**src/rtl/fifo_stat_pkg.sv**
```systemverilog
package fifo_stat_pkg;
  parameter int BYTE_W   = 8;
  parameter int NUM_FIFO = 4;

  localparam int Q_MTX = 0;
  localparam int Q_MRX = 1;
  localparam int Q_STX = 2;
  localparam int Q_SRX = 3;

  typedef enum logic [1:0] {
    FILL_EMPTY = 2'b00,
    FILL_FRESH = 2'b01,
    FILL_ONE   = 2'b10,
    FILL_FULL  = 2'b11
  } fill_code_e;
endpackage

```
**src/rtl/pair_fifo.sv**
```systemverilog
module pair_fifo
  import fifo_stat_pkg::*;
#(
  parameter int DATA_W = 8
) (
  input  logic              clk_i,
  input  logic              rst_ni,
  input  logic              flush_i,
  input  logic              push_i,
  input  logic [DATA_W-1:0] data_i,
  input  logic              pop_i,
  output logic [DATA_W-1:0] head_o,
  output fill_code_e        code_o,
  output logic              full_o,
  output logic              empty_o
);
  localparam logic [1:0] CAP = 2'd2;

  logic [1:0][DATA_W-1:0] mem_q;
  logic [1:0]             cnt_q;
  logic                   rd_q, wr_q, fresh_q;
  logic                   do_push, do_pop;

  assign do_push = push_i && (cnt_q != CAP);
  assign do_pop  = pop_i && (cnt_q != 2'd0);

  always_ff @(posedge clk_i or negedge rst_ni) begin
    if (!rst_ni) begin
      mem_q   <= '0;
      cnt_q   <= '0;
      rd_q    <= 1'b0;
      wr_q    <= 1'b0;
      fresh_q <= 1'b0;
    end else if (flush_i) begin
      cnt_q   <= '0;
      rd_q    <= 1'b0;
      wr_q    <= 1'b0;
      fresh_q <= 1'b0;
    end else begin
      if (do_push) begin
        mem_q[wr_q] <= data_i;
        wr_q        <= ~wr_q;
      end
      if (do_pop) rd_q <= ~rd_q;
      cnt_q   <= cnt_q + {1'b0, do_push} - {1'b0, do_pop};
      // only a first byte into an empty queue counts as just written
      fresh_q <= do_push && !do_pop && (cnt_q == 2'd0);
    end
  end

  always_comb begin
    unique case (cnt_q)
      2'd0:    code_o = FILL_EMPTY;
      2'd1:    code_o = fresh_q ? FILL_FRESH : FILL_ONE;
      default: code_o = FILL_FULL;
    endcase
  end

  assign head_o  = mem_q[rd_q];
  assign full_o  = (cnt_q == CAP);
  assign empty_o = (cnt_q == 2'd0);


  no_overflow_chk: assert property (@(posedge clk_i) disable iff (!rst_ni)
    cnt_q <= CAP);


  fresh_code_chk: assert property (@(posedge clk_i) disable iff (!rst_ni)
    (push_i && empty_o && !flush_i) |=> (code_o == FILL_FRESH));


  full_hold_chk: assert property (@(posedge clk_i) disable iff (!rst_ni)
    (full_o && push_i && !pop_i && !flush_i) |=> (full_o && $stable(head_o)));


  empty_hold_chk: assert property (@(posedge clk_i) disable iff (!rst_ni)
    (empty_o && pop_i && !push_i && !flush_i) |=> empty_o);


  flush_empty_chk: assert property (@(posedge clk_i) disable iff (!rst_ni)
    flush_i |=> (empty_o && code_o == FILL_EMPTY));
endmodule

```
**src/rtl/ctl_fifo_status.sv**
```systemverilog
module ctl_fifo_status
  import fifo_stat_pkg::*;
(
  input  logic                         clk_i,
  input  logic                         rst_ni,
  input  logic                         reg_we_i,
  input  logic [15:0]                  reg_wdata_i,
  output logic [15:0]                  reg_rdata_o,
  input  logic [NUM_FIFO-1:0]          push_i,
  input  logic [NUM_FIFO*BYTE_W-1:0]   push_data_i,
  input  logic [NUM_FIFO-1:0]          pop_i,
  output logic [NUM_FIFO*BYTE_W-1:0]   pop_data_o,
  output logic [NUM_FIFO-1:0]          full_o,
  output logic [NUM_FIFO-1:0]          empty_o
);
  localparam int FL_MT_BIT = 9;
  localparam int FL_ST_BIT = 8;

  logic                       flush_mt_q, flush_st_q;
  logic [NUM_FIFO-1:0]        flush;
  fill_code_e [NUM_FIFO-1:0]  code;
  logic                       unused_wdata;

  assign unused_wdata = ^{reg_wdata_i[15:10], reg_wdata_i[7:0]};

  // a flag lives exactly one cycle: the cycle in which its flush is applied
  always_ff @(posedge clk_i or negedge rst_ni) begin
    if (!rst_ni) begin
      flush_mt_q <= 1'b0;
      flush_st_q <= 1'b0;
    end else begin
      flush_mt_q <= reg_we_i && reg_wdata_i[FL_MT_BIT];
      flush_st_q <= reg_we_i && reg_wdata_i[FL_ST_BIT];
    end
  end

  always_comb begin
    flush        = '0;
    flush[Q_MTX] = flush_mt_q;
    flush[Q_SRX] = flush_mt_q;
    flush[Q_STX] = flush_st_q;
  end

  for (genvar g = 0; g < NUM_FIFO; g++) begin : g_q
    pair_fifo #(.DATA_W(BYTE_W)) u_q (
      .clk_i   (clk_i),
      .rst_ni  (rst_ni),
      .flush_i (flush[g]),
      .push_i  (push_i[g]),
      .data_i  (push_data_i[g*BYTE_W +: BYTE_W]),
      .pop_i   (pop_i[g]),
      .head_o  (pop_data_o[g*BYTE_W +: BYTE_W]),
      .code_o  (code[g]),
      .full_o  (full_o[g]),
      .empty_o (empty_o[g])
    );
  end

  assign reg_rdata_o = {6'b0, flush_mt_q, flush_st_q,
                        code[Q_MRX], code[Q_MTX], code[Q_SRX], code[Q_STX]};


  mt_selfclr_chk: assert property (@(posedge clk_i) disable iff (!rst_ni)
    (flush_mt_q && !(reg_we_i && reg_wdata_i[FL_MT_BIT])) |=> !reg_rdata_o[FL_MT_BIT]);


  mt_flush_pair_chk: assert property (@(posedge clk_i) disable iff (!rst_ni)
    reg_rdata_o[FL_MT_BIT] |=> (empty_o[Q_MTX] && empty_o[Q_SRX]));


  st_flush_chk: assert property (@(posedge clk_i) disable iff (!rst_ni)
    reg_rdata_o[FL_ST_BIT] |=> empty_o[Q_STX]);


  rsvd_zero_chk: assert property (@(posedge clk_i) disable iff (!rst_ni)
    reg_rdata_o[15:10] == 6'b0);


  full_empty_excl_chk: assert property (@(posedge clk_i) disable iff (!rst_ni)
    (full_o & empty_o) == '0);
endmodule

```
**config.mk**
```make
export PLATFORM = sky130hd
export DESIGN_NAME = ctl_fifo_status
export DESIGN_NICKNAME = d
export VERILOG_FILES = /design/src/rtl/fifo_stat_pkg.sv /design/src/rtl/pair_fifo.sv /design/src/rtl/ctl_fifo_status.sv
export SDC_FILE = /design/constraint.sdc
export NUM_CORES = 1
export LEC_CHECK = 0
export ABC_AREA = 1
export BUFFER_PORTS_ARGS = -buffer_cell sky130_fd_sc_hd__buf_2
export CAP_MARGIN = 20
export CELL_PAD_IN_SITES_DETAIL_PLACEMENT = 1
export CELL_PAD_IN_SITES_GLOBAL_PLACEMENT = 1
export CORE_MARGIN = 2
export CORE_UTILIZATION = 42
export CTS_CLUSTER_SIZE = 24
export DETAILED_ROUTE_END_ITERATION = 16
export PLACE_DENSITY = 0.91
export RECOVER_POWER = 100
export SLEW_MARGIN = 5
export SYNTH_ARGS = -nofsm -noshare
export SYNTH_HDL_FRONTEND = slang
export SYNTH_SLANG_ARGS = --single-unit
```
**constraint.sdc**
```tcl
create_clock -name clk_i -period 3.21 [get_ports clk_i]
set_clock_uncertainty 0.15 [all_clocks]
set_input_delay 0.8025 -clock clk_i [delete_from_list [all_inputs] [get_ports clk_i]]
set_output_delay 0.8025 -clock clk_i [all_outputs]
set_load 0.005 [all_outputs]
```
Yosys cells after proc, flatten, opt, wreduce, memory -nomap -nowiden --
Cells that the tools add are included.
Word-level totals: register bits 86, input bits 59, output and inout port bits 56, word-level logic and storage cells 157
Cells by class: add/sub/neg operators 8, magnitude comparators 12, equality and inequality tests 12, muxes and demuxes 46, bitwise logic cells 10, reductions and logical operators 43
Operators with widths (number):
- 8-bit two-way mux | 12
- 16-bit bitwise mux | 4
- 8-bit demux with 1-bit select | 4
- 1-bit logical AND | 22
- 2-bit nonzero test | 10
- 1-bit by 2-bit < comparator with 1-bit output (second input constant) | 8
- 2-bit one-hot mux with 2 select lines | 4
- 1-bit two-way mux | 15
- 2-bit two-way mux | 7
- 1-bit inverter | 10
- 2-bit by 1-bit adder with 2-bit output | 4
- 2-bit by 1-bit == test with 1-bit output (second input constant) | 4
- 2-bit == test (second input constant) | 4
- 2-bit logical NOT | 4
- 2-bit inequality test (second input constant) | 4
- 2-bit by 1-bit subtractor with 2-bit output | 4
- 2-bit AND reduction | 3
- 1-bit >= comparator (second input constant) | 4
- 1-bit logical NOT | 4

Longest topological paths before layout --
Gate-level depths: netlist of run 1.
word-level depth 6, depth in mapped cells 9, mapped depth without buffers 8

Cells and area by module --
Synthesis of run 1 repeated with hierarchy kept, for this count alone.
Unflattened totals: cell total of the unflattened synthesis 563, area total of the unflattened synthesis 4558.1 um^2
Modules (own cells, without submodules):
- pair_fifo | times used 4, cells an instance 137, area an instance 1107.3 um^2, sequential area each 525.5 um^2
- ctl_fifo_status | times used 1, cells an instance 15, area an instance 128.9 um^2, sequential area each 50.0 um^2

Worst setup path before layout of run 1 --
No wires, ideal clock.
path type register to output, start register g_q[1].u_q.cnt_q[1], end output full_o[1], data arrival time 0.985 ns, required time 2.257 ns, slack 1.272 ns, stages on the path, launching flop included 7, buffers on the path 4, cell sequence dfrtp_1 -> clkbuf_2 -> nand2_1 -> buf_6 -> buf_6 -> inv_1 -> buf_4
Between the ends: longest elaborated chain between the ends 1
RTL lines:
- from (decl) | line pair_fifo.sv:20 | logic [1:0] cnt_q;
- from (signal assigned) | line pair_fifo.sv:45 | cnt_q <= cnt_q + {1'b0, do_push} - {1'b0, do_pop};
- 2-bit == test | line pair_fifo.sv:60 | assign full_o = (cnt_q == CAP);
- to (decl) | line ctl_fifo_status.sv:13 | output logic [NUM_FIFO-1:0] full_o,
No other way between the ends.

Worst setup path after layout of run 1 --
Same ends and word-level chain as after synthesis.

==> impl_metrics.toml, run 1 <==
[clocking]
postCtsSetupRepairBufs = 0
holdBufCountCts = 0
worstSkewPairLatency_ps = 360
cts_tree = "built"
htree_levels = 3
cts.clk_slew.worst_paths_ps = 90
cts_root_buf = "clkbuf_8"
cts_buffers = 9
clkSinkCount = 86
cts_max_path_buffers = 2
cts_resized = 0

[floorplan]
die_w_um = 108
io-pin-count = 115
core_area_mm2 = 0.0104
initial_core_util_pct = 43.6
die_height_um = 108
core.rowCount = 37
die_area_mm2 = 0.0116

[critical_path]
worstPathRequired_ps = 2260
r2r_cells = 5
crit_chain = "nand2_1 > clkbuf_1 > inv_1 > buf_2"
worst-path-max-fanout = 20
reg2reg_from = "g_q[1].u_q.cnt_q[1]"
path_buf_inv = 3
critPathSlowestCell = "clkbuf_1"
critical_path_cell_count = 4
worstSetupStartpointType = "register"
worstSetupPathType = "reg2out"
worst_path_largest_cell_delay_ps = 620
startpoint = "g_q[1].u_q.cnt_q[1]"
cpLargestDelayFamily = "buffers and inverters"
critPathArrivalTime_ps = 1780
cp-end-kind = "output pin"

[synth]
synth_fa_ha_area_share_pct = 2.21
ys_warn_count = 0
synth-xor-area-share_pct = 0.387
synth_seq_area_share_pct = 47.6
yosys.area.top_type = "dfrtp_1"
synthMuxAreaShare_pct = 0
synth_edf_count = 0
ys_async_sr_fraction_pct = 100
synth-seq-cells = 86
syn_inst = 561
ys_dominant_reg_cell = "dfrtp_1"
synth-simple-area-share_pct = 38.7
synth-compound-area-share_pct = 1.55
synth_top_family_by_area = "simple AND/OR/NAND/NOR gates"
synth.top_cell.area_share_pct = 47.6
syn_area_per_cell_um2 = 8.06
ys_types = 26
synth.cell_area_mm2 = 0.00452
synthTopCellsByArea = "dfrtp_1, nand2_1, nand4_1, inv_1, buf_4"

[cells_and_area]
fin_nets = 707
diodes = 0
syn_to_final_growth_pct = 8.94
layout_commonest_cell = "nand2_1"
layout.cells.non_filler = 781
layout_common_cells = "nand2_1, dfrtp_1, buf_2, nand4_1, inv_1"
final_util_pct = 47.5
drive_above_1_share_pct = 13.8

[worst_hold_path]
hp-class = "reg2reg"
holdCritStartpoint = "g_q[1].u_q.mem_q[9]"
min_path_cells = 2

[detailed_routing]
vias = 4047
wl_mm = 11.8
drc_errors = 0
drt-initial-drc-count = 129
wl_per_cell_um = 15.1
drt-pass1-iter-count = 5
ant_nets = 0
viasPerCell = 5.18

[placed_design]
io_buffers = 94
pre_cts_ws_ps = 942
hpwl_mm = 8.48
dpl.cell_count = 765
place_congestion = 0.810

[timing]
hold_viol = 0
fin_crit_ps = 2730
tightest_slew_ps = 1230
rsz0062_at_grt = "false"
maxSlewViolCount = 0
setup_ws_ps = 481
max_freq_mhz = 366
setup_viol = 0
fin_crit_sh_pct = 85.0
finalSetupTns_ps = 0
relSlewSlack_pct = 18.3

[global_route]
grt_pass1_vias = 4245
grt_max_degree = 49
antenna_found_initial = 0
grt_pass1_wl_mm = 19.9
grt_overflow = 0
grt_usage_pct = 21.4

[power]
p_total_uw = 4770
p_per_area_mw_per_mm2 = 969
leakagePower_uw = 0.00279
ir_drop_v = 0.000330

[status]
status = "finished, final reports clean"

[run]
max-cap-violations = 0
[logic make-up (layout without fill, tap and decap cells)]
family,count (synthesis),after routing
simple gates,369,369
flops,86,86
compound gates,14,14
buf+inv,81,160
other cells,1,6
xor+xnor,2,2
fa+ha+maj,8,8
[area by class of cell]
class	count	area (um2)
clock buffer	9	124
tap	136	170
fill	1343	5450
timing repair buffer	98	452
multi-input combinational	399	1800
sequential	86	2150
clock inverter	7	55.1
inverter	46	173
[through the flow]
| stage | instance area [um2] | hold WS (ps) |
|---|---|---|
| detailed placement | 4960 | 309 |
| floorplan | 4540 | 292 |
| global route | 4920 | 352 |
| finish | 4920 | 328 |
| CTS | 5140 | 318 |
| global placement | 4960 | 303 |
[worst min-delay path, cell delays in order (launching register included)]
cell     delay, ps
dfrtp_1        350
nand2_1         50
nand2_1         40
[report_power, final]
part	internal [uW]	switching [uW]
Combinational	739	1350
Clock	290	428
Sequential	1570	395
Total	2600	2170
[synthesized netlist by cell type, types with 2 or more instances]
cell type,instances
nor2_1,14
nand3_4,5
inv_2,4
nand3_2,2
nor3_1,3
inv_1,37
buf_2,11
nor2_8,4
ha_1,8
clkinv_1,5
dfrtp_1,86
a21oi_1,6
nand2_4,3
nand2_1,261
nand4_1,64
buf_4,17
o21ai_0,7
buf_6,6
nor2_4,2
nand3_1,10
[path summary, 6_finish.rpt]
kind	to	slack, ps
max	full_o[1]	480
min	g_q[1].u_q.mem_q[9]	330
max reg2reg	g_q[1].u_q.mem_q[3]	980
min reg2reg	g_q[1].u_q.mem_q[9]	330
max in group asynchronous	g_q[3].u_q.mem_q[0]	900
min in group asynchronous	g_q[2].u_q.mem_q[3]	520
[registers in the layout, indices dropped and copies added (netlist names)]
register / cells
flush_mt_q: 1
flush_st_q: 1
g_q.u_q.cnt_q: 8
g_q.u_q.mem_q: 64
g_q.u_q.rd_q: 4
g_q.u_q.fresh_q: 4
g_q.u_q.wr_q: 4
[metal layers]
metal / share of wire [%] / GRT usage [%] / wire length, um
met1: 43 / 27.4 / 5100
met2: 52 / 37.7 / 6160
met3: 3.1 / 2.97 / 369
met4: 1.1 / 5.95 / 129
met5: 0 / 0 / 0
(Power assumes the default switching activity.)
==> run 2: changes to the inputs <==
Settings changed: REMOVE_ABC_BUFFERS from default to 1.
==> impl_metrics.toml, run 2 (synthesis results as in run 1) <==
[critical_path]
worstSetupStartpointType = "register"
worstSetupPathType = "reg2out"
rrSetupSlack_ps = 920
critPathArrivalTime_ps = 1790
worst-path-max-fanout = 20
worstPathRequired_ps = 2260
worst_path_largest_cell_delay_ps = 610
critPathSlowestCell = "clkbuf_1"
crit_chain = "nand2_1 > clkbuf_1 > inv_1 > buf_2"
cp-end-kind = "output pin"

[cells_and_area]
reg_top3 = "g_q.u_q.mem_q (64), g_q.u_q.cnt_q (8)"
largest_register = "g_q.u_q.mem_q"
largest_register_ffs = 64
drive_above_1_share_pct = 14.8
final_util_pct = 48.5
fin_nets = 706
fillCellCount = 1352
syn_to_final_growth_pct = 11.3
diodes = 0
layout_commonest_cell = "nand2_1"
layout_common_cells = "nand2_1, dfrtp_1, buf_2, nand4_1, inv_1"
layout.cells.non_filler = 780

[power]
ir_drop_v = 0.000405
p_per_area_mw_per_mm2 = 994
leakagePower_uw = 0.00286

[timing]
finalSetupTns_ps = 0
fin_crit_sh_pct = 85.4
rsz0062_at_grt = "false"
relSlewSlack_pct = -41.2
hold_viol = 0
tightest_slew_ps = 2120
fin_crit_ps = 2740
maxSlewViolCount = 36
max_freq_mhz = 365
setup_viol = 0

[clocking]
holdBufCountCts = 0
cts_resized = 0
postCtsSetupRepairBufs = 0
htree_levels = 3
cts_buffers = 9
worstSkewPairLatency_ps = 360
cts_tree = "built"
cts.clk_slew.worst_paths_ps = 80
clkSinkCount = 86
cts_max_path_buffers = 2
cts_root_buf = "clkbuf_8"

[detailed_routing]
ant_nets = 0
drc_errors = 0
viasPerCell = 5.14
vias = 4006
drt-initial-drc-count = 122
drt-pass1-iter-count = 4
wl_mm = 12.0
wl_per_cell_um = 15.3

[floorplan]
core_area_mm2 = 0.0104
die_height_um = 108
die_area_mm2 = 0.0116
initial_core_util_pct = 43.6
core.rowCount = 37
io-pin-count = 115
die_w_um = 108

[status]
status = "finished with violations"
failed_checks = "capacitance limit, slew limit"

[global_route]
grt_pass1_vias = 4168
grt_pass1_wl_mm = 20.0
grt_max_degree = 52
antenna_found_initial = 0
grt_usage_pct = 22.1
grt_overflow = 0

[placed_design]
place_congestion = 0.827
hpwl_mm = 8.40
dpl.cell_count = 764
io_buffers = 94

[worst_hold_path]
hp-class = "reg2reg"

[run]
max-cap-violations = 1
==> run 2: area by class of cell <==
type	count	area, um2	area share (%)
inverters	46	173	3.43
clock inverters	3	65.1	1.29
flip-flops and latches	86	2150	42.8
well taps	136	170	3.38
clock buffers	13	169	3.36
repair buffers	97	469	9.33
multi-input cells	399	1830	36.4
==> run 2: final timing paths <==
check / from / to / cells past startpoint
worst max-delay path: g_q[1].u_q.cnt_q[1] / full_o[1] / 4
worst min-delay path: g_q[3].u_q.mem_q[12] / g_q[3].u_q.mem_q[12] / 2
worst max register to register: flush_mt_q / g_q[0].u_q.mem_q[12] / 5
worst min register to register: g_q[3].u_q.mem_q[12] / g_q[3].u_q.mem_q[12] / 2
max in group asynchronous: rst_ni / g_q[1].u_q.fresh_q / 1
min in group asynchronous: rst_ni / g_q[2].u_q.mem_q[7] / 1
==> run 2: worst max-delay path: cells and delay by family, from the launching register on <==
kind | cells | cell delay (ps)
buffers and inverters | 3 | 840
AND/OR/NAND/NOR | 1 | 110
flip-flops | 1 | 480
==> run 2: stage by stage <==
step           total power, uW  instance area (um2)  hold slack (ps)  setup WS (ps)
2_1_floorplan             3300                 4280              292           1340
3_3_place_gp              4090                 4960              303            979
3_5_place_dp              4270                 4960              309            978
4_1_cts                   5180                 5200              262            551
5_1_grt                   5470                 5030              350            330
6_report                  5000                 5030              326            470
==> run 2: power breakdown <==
group / switching (uW) / total (uW) / internal (uW) / leakage (uW)
Clock: 390 / 892 / 502 / 0.000120
Sequential: 408 / 1980 / 1570 / 0.00108
Combinational: 1370 / 2130 / 761 / 0.00166
Total: 2160 / 5000 / 2830 / 0.00286
==> run 2: layer usage <==
metal  global-route usage [%]  routed length, um
met1                     28.2               5070
met5                        0                  0
met2                     37.9               6110
met4                     8.79                247
met3                     2.72                527
